File: config.mk
export PLATFORM = sky130hd
export DESIGN_NAME = can_stat_irq
export DESIGN_NICKNAME = d
export VERILOG_FILES = /design/src/rtl/can_stat_pkg.sv /design/src/rtl/can_stat_flags.sv /design/src/rtl/can_stat_irqgen.sv /design/src/rtl/can_stat_irq.sv
export SDC_FILE = /design/constraint.sdc
export NUM_CORES = 1
export LEC_CHECK = 0
export ABC_AREA = 1
export BUFFER_PORTS_ARGS = -buffer_cell sky130_fd_sc_hd__buf_4
export CAP_MARGIN = 20
export CORE_ASPECT_RATIO = 0.9
export CORE_MARGIN = 3
export CORE_UTILIZATION = 34
export CTS_CLUSTER_SIZE = 14
export DETAILED_ROUTE_END_ITERATION = 16
export GPL_TIMING_DRIVEN = 0
export PLACE_DENSITY = 0.79
export SKIP_CTS_REPAIR_TIMING = 1
export SKIP_LAST_GASP = 1
export SYNTH_ARGS = -nofsm -noshare
export SYNTH_HDL_FRONTEND = slang
export SYNTH_SLANG_ARGS = --single-unit
File: constraint.sdc
create_clock -name clk -period 1 [get_ports clk]
set_input_delay 0.25 -clock clk [delete_from_list [all_inputs] [get_ports clk]]
set_output_delay 0.25 -clock clk [all_outputs]
set_load 0.01 [all_outputs]
File: src/rtl/can_stat_pkg.sv
package can_stat_pkg;

    localparam int DATA_W   = 32;
    localparam int LEC_W    = 3;
    localparam int N_STICKY = 4;
    localparam int CTL_W    = 3;

    // sticky flag indices
    localparam int STK_TX   = 0;
    localparam int STK_RX   = 1;
    localparam int STK_PAR  = 2;
    localparam int STK_WAKE = 3;

    typedef struct packed {
        logic err_en;
        logic stat_en;
        logic line_en;
    } ctl_t;

    typedef struct packed {
        logic boff;
        logic ewarn;
        logic epass;
    } errlvl_t;

    function automatic logic [DATA_W-1:0] pack_status(
        input logic [N_STICKY-1:0] stk,
        input errlvl_t             lvl,
        input logic [LEC_W-1:0]    lec
    );
        logic [DATA_W-1:0] w;
        w        = '0;
        w[2:0]   = lec;
        w[3]     = stk[STK_TX];
        w[4]     = stk[STK_RX];
        w[5]     = lvl.epass;
        w[6]     = lvl.ewarn;
        w[7]     = lvl.boff;
        w[8]     = stk[STK_PAR];
        w[9]     = stk[STK_WAKE];
        return w;
    endfunction

endpackage

File: src/rtl/can_stat_flags.sv
module can_stat_flags
    import can_stat_pkg::*;
#(
    parameter int NSTK = N_STICKY,
    parameter int LW   = LEC_W
) (
    input  logic            clk,
    input  logic            rst,
    input  logic [NSTK-1:0] ev_stk,
    input  logic            rd_clr,
    input  logic            lec_vld,
    input  logic [LW-1:0]   lec_in,
    input  errlvl_t         lvl_in,
    output logic [NSTK-1:0] stk_q,
    output logic [LW-1:0]   lec_q,
    output logic            lec_upd_q,
    output errlvl_t         lvl_q
);

    localparam logic [LW-1:0] LEC_IDLE = {LW{1'b1}};

    for (genvar i = 0; i < NSTK; i++) begin : g_stk
        always_ff @(posedge clk) begin
            if (rst)            stk_q[i] <= 1'b0;
            else if (ev_stk[i]) stk_q[i] <= 1'b1;
            else if (rd_clr)    stk_q[i] <= 1'b0;
        end

        p_set_hold_r3: assert property (@(posedge clk) disable iff (rst)
            ev_stk[i] |=> stk_q[i]);
        p_read_clear_r4: assert property (@(posedge clk) disable iff (rst)
            (rd_clr && !ev_stk[i]) |=> !stk_q[i]);
        p_quiet_hold_r3: assert property (@(posedge clk) disable iff (rst)
            (!rd_clr && !ev_stk[i]) |=> $stable(stk_q[i]));
    end

    always_ff @(posedge clk) begin
        if (rst) begin
            lec_q     <= LEC_IDLE;
            lec_upd_q <= 1'b0;
            lvl_q     <= '0;
        end else begin
            lvl_q <= lvl_in;
            if (lec_vld)     lec_q <= lec_in;
            else if (rd_clr) lec_q <= LEC_IDLE;
            if (lec_vld)     lec_upd_q <= 1'b1;
            else if (rd_clr) lec_upd_q <= 1'b0;
        end
    end

    p_lec_load_r7: assert property (@(posedge clk) disable iff (rst)
        lec_vld |=> (lec_q == $past(lec_in)));
    p_lec_idle_r4: assert property (@(posedge clk) disable iff (rst)
        (rd_clr && !lec_vld) |=> (lec_q == LEC_IDLE));
    p_mirror_r6: assert property (@(posedge clk) disable iff (rst)
        !$past(rst) |-> (lvl_q == $past(lvl_in)));

endmodule

File: src/rtl/can_stat_irqgen.sv
module can_stat_irqgen
    import can_stat_pkg::*;
#(
    parameter int NSTK = N_STICKY
) (
    input  ctl_t            ctl,
    input  logic [NSTK-1:0] stk_q,
    input  logic            lec_upd_q,
    input  errlvl_t         lvl_q,
    output logic            irq
);

    logic err_cause;
    logic stat_cause;

    always_comb begin
        err_cause  = stk_q[STK_PAR] | lvl_q.boff | lvl_q.ewarn;
        stat_cause = stk_q[STK_WAKE] | stk_q[STK_RX] | stk_q[STK_TX] | lec_upd_q;
        irq = ctl.line_en & ((ctl.err_en & err_cause) | (ctl.stat_en & stat_cause));
    end

endmodule

File: src/rtl/can_stat_irq.sv
module can_stat_irq
    import can_stat_pkg::*;
(
    input  logic              clk,
    input  logic              rst,
    input  logic              ev_wake,
    input  logic              ev_parity,
    input  logic              ev_rx_ok,
    input  logic              ev_tx_ok,
    input  logic              ev_lec_vld,
    input  logic [LEC_W-1:0]  ev_lec,
    input  logic              lvl_boff,
    input  logic              lvl_ewarn,
    input  logic              lvl_epass,
    input  logic              cpu_rd,
    input  logic              cpu_wr,
    input  logic              cpu_addr,
    input  logic [DATA_W-1:0] cpu_wdata,
    output logic [DATA_W-1:0] cpu_rdata,
    output logic              irq
);

    ctl_t                ctl_q;
    logic [N_STICKY-1:0] ev_stk;
    logic [N_STICKY-1:0] stk_q;
    logic [LEC_W-1:0]    lec_q;
    logic                lec_upd_q;
    errlvl_t             lvl_in;
    errlvl_t             lvl_q;
    logic                rd_stat;
    logic                wr_ctl;
    logic                unused_wdata;

    assign unused_wdata = ^cpu_wdata[DATA_W-1:CTL_W];

    always_comb begin
        rd_stat          = cpu_rd & cpu_addr;
        wr_ctl           = cpu_wr & ~cpu_addr;
        ev_stk           = '0;
        ev_stk[STK_TX]   = ev_tx_ok;
        ev_stk[STK_RX]   = ev_rx_ok;
        ev_stk[STK_PAR]  = ev_parity;
        ev_stk[STK_WAKE] = ev_wake;
        lvl_in.boff      = lvl_boff;
        lvl_in.ewarn     = lvl_ewarn;
        lvl_in.epass     = lvl_epass;
    end

    always_ff @(posedge clk) begin
        if (rst)         ctl_q <= '0;
        else if (wr_ctl) ctl_q <= ctl_t'(cpu_wdata[CTL_W-1:0]);
    end

    can_stat_flags #(.NSTK(N_STICKY), .LW(LEC_W)) u_flags (
        .clk       (clk),
        .rst       (rst),
        .ev_stk    (ev_stk),
        .rd_clr    (rd_stat),
        .lec_vld   (ev_lec_vld),
        .lec_in    (ev_lec),
        .lvl_in    (lvl_in),
        .stk_q     (stk_q),
        .lec_q     (lec_q),
        .lec_upd_q (lec_upd_q),
        .lvl_q     (lvl_q)
    );

    can_stat_irqgen #(.NSTK(N_STICKY)) u_irq (
        .ctl       (ctl_q),
        .stk_q     (stk_q),
        .lec_upd_q (lec_upd_q),
        .lvl_q     (lvl_q),
        .irq       (irq)
    );

    always_comb begin
        if (cpu_addr) cpu_rdata = pack_status(stk_q, lvl_q, lec_q);
        else          cpu_rdata = {{(DATA_W-CTL_W){1'b0}}, ctl_q};
    end

    p_line_off_r9: assert property (@(posedge clk) disable iff (rst)
        !ctl_q.line_en |-> !irq);
    p_err_raise_r10: assert property (@(posedge clk) disable iff (rst)
        (ctl_q.line_en && ctl_q.err_en && (lvl_q.boff || lvl_q.ewarn || stk_q[STK_PAR])) |-> irq);
    p_stat_drop_r11: assert property (@(posedge clk) disable iff (rst)
        (rd_stat && !ctl_q.err_en && !wr_ctl && !ev_wake && !ev_parity && !ev_rx_ok
         && !ev_tx_ok && !ev_lec_vld) |=> !irq);
    p_wr_status_ignored_r8: assert property (@(posedge clk) disable iff (rst)
        (cpu_wr && cpu_addr) |=> $stable(ctl_q));

endmodule

==> flow_metrics.py <==
metrics = {
    "timing": {
        "fin_ws_ps": -349.4,
        "rsz0062_at_grt": "yes",
        "hold_viol": 0,
        "max_freq_ghz": 0.7410,
        "finalCriticalPeriod_ps": 1349,
        "drv_slew": 0,
        "setup_viol": 11,
        "hold_slack_ps": 170.8,
        "period_share_pct": 134.9,
        "final.setup_skew_ps": 0,
    },
    "final_layout": {
        "fin_cells": 187,
        "syn_to_final_growth_pct": 55.17,
        "fin_nets": 211,
        "n_antenna_cell": 0,
        "final_core_util_pct": 58.33,
        "fin_area_sq_mm": 0.001182,
        "nFillCells": 204,
        "multiInputGateArea_sq_um": 337.8,
        "drive_gt1_share_pct": 52.47,
        "register_area_sq_um": 295.3,
    },
    "die": {
        "rows": 15,
        "initial_core_util_pct": 37.59,
        "die_h_microns": 50.91,
        "dieArea_sq_mm": 0.002846,
        "core_area_sq_mm": 0.002027,
        "io-pin-count": 81,
        "fp.dieW_microns": 55.90,
    },
    "grt": {
        "grt_max_degree": 11,
        "first_global_vias": 598,
        "grt.total_usage_pct": 10.41,
        "antenna_found_initial": 0,
        "overflow": 0,
        "grt_pass1_wl_microns": 2366,
    },
    "place": {
        "placed_area_sq_mm": 0.001082,
        "io_buffers": 28,
        "dp_slack_ps": -79.32,
        "place_inst": 182,
        "dp_hpwl_microns": 1310,
        "gp_congestion": 0.8419,
    },
    "clock_network": {
        "cts_max_level": 1,
        "cts_max_path_buffers": 2,
        "cts_buffers": 3,
        "clk_latency_ps": 280,
        "root_buffer": "clkbuf_4",
        "clkTransAtPathRegs_ps": 80,
        "clkSinkCount": 14,
        "cts_tree": "yes",
    },
    "outcome": {
        "status": "complete, but fails checks",
        "failed_checks": "negative setup slack",
    },
    "synth": {
        "synthesis.instances": 108,
        "synth_seq_cells": 14,
        "yosys_warnings": 0,
        "avgSynthCellArea_sq_um": 7.055,
        "synth.distinct_cells": 16,
        "ys_seq_area_share_pct": 36.78,
        "netlist_area_sq_um": 762.0,
    },
    "setup_path": {
        "critical_path_required_ps": 750,
        "arrival_ps": 1100,
        "critPathKind": "register to output port",
        "crit_path_max_fanout": 3,
        "end_kind": "output port",
        "setup.worst_path.start_class": "register",
    },
    "drt": {
        "remaining_drc_errors": 0,
        "viasPerCell": 3.989,
        "drtAntennaViolNets": 0,
        "wl_microns": 1637,
        "initialDrtViolationCount": 8,
        "vias": 746,
        "wl_per_cell_microns": 8.754,
        "firstDrtPassIters": 4,
    },
    "pwr": {
        "vdd_drop_max_mv": 0.7982,
        "static-leakage-power_nw": 0.6929,
        "power_density_mw_per_mm2": 1159,
    },
    "min_path": {
        "hp-class": "input pin to register",
    },
    "run": {
        "max-cap-violations": 0,
    },
}
[critical path, stage by stage (launching register included)]
cell and delay (ps):
dfxtp_2 350, nor2_1 50, nand2_1 50, nand2_1 80, a21oi_2 160, buf_4 140
[flip-flops by register name, indices dropped and copies added, names as in the netlist]
signal,cells
u_flags.lvl_q,3
ctl_q,3
u_flags.lec_q,3
u_flags.stk_q,4
u_flags.lec_upd_q,1
[layer usage]
layer,up-vias,wire length (microns),track usage [%]
li1,388,-,-
met1,305,622,11.70
met2,49,752,17.72
met3,4,235,4.545
met4,0,25,3.557
met5,-,0,0
[worst paths after layout]
| path | start | end | slack [ps] | cells past startpoint |
|---|---|---|---|---|
| max reg2reg | ctl_q[0] | ctl_q[0] | 350 | 3 |
| max | u_flags.stk_q[2] | irq | -350 | 5 |
| min | ev_rx_ok | u_flags.stk_q[1] | 170 | 3 |
| min reg2reg | u_flags.lec_q[1] | u_flags.lec_q[1] | 490 | 2 |
[where the power goes]
part | internal, mW | switching, mW
combinational | 0.187 | 0.164
clock | 0.222 | 0.176
sequential | 0.599 | 0.0226
[logic make-up after synthesis]
| logic type | Yosys count | synth area share (%) |
|---|---|---|
| AOI/OAI and AO/OA | 14 | 10.67 |
| DFF | 14 | 36.78 |
| and+or+nand+nor | 39 | 20.85 |
| buffers and inverters | 40 | 31.20 |
| other | 1 | 0.4921 |
[Yosys cell counts]
library cell,number,share of area [%]
conb_1,1,0.49
o21ai_2,1,1.1
dfxtp_1,14,37
nor2_1,14,6.9
buf_2,1,0.66
o21ai_1,2,1.3
nand2_1,22,11
buf_4,23,23
nand2_4,1,1.5
inv_1,13,6.4
o22ai_1,3,2.5
o21ai_0,1,0.66
inv_2,3,1.5
nand2_2,2,1.6
a21oi_2,1,1.1
a21oi_1,6,3.9
[cell usage in the layout, fill, tap and decap left out]
cell	n
o21ai_1	2
buf_6	7
o22ai_1	3
conb_1	22
nand2_4	1
nor2_2	2
a21oi_2	2
a21oi_1	5
nor2_1	12
clkbuf_4	3
inv_2	6
nand2_2	3
dfxtp_2	12
dfxtp_1	2
nand2_1	21
o21ai_2	2
buf_2	1
buf_4	45
clkbuf_8	1
inv_1	10
[metrics by stage]
step | total power, mW | setup TNS, ps
floorplan | 0.8329 | 0
global placement | 0.9410 | -414.2
detailed placement | 0.9480 | -423.8
CTS | 1.337 | -1426
global route | 1.456 | -1804
finish | 1.370 | -1191
[layout make-up]
class	count	area share (%)
Sequential cell	14	24.97
Clock buffer	4	3.069
Inverter	16	5.079
Buffer	24	15.03
Tap cell	25	2.646
Timing Repair Buffer	29	20.63
Multi-Input combinational cell	75	28.57
Power figures use the tool's default switching activity.
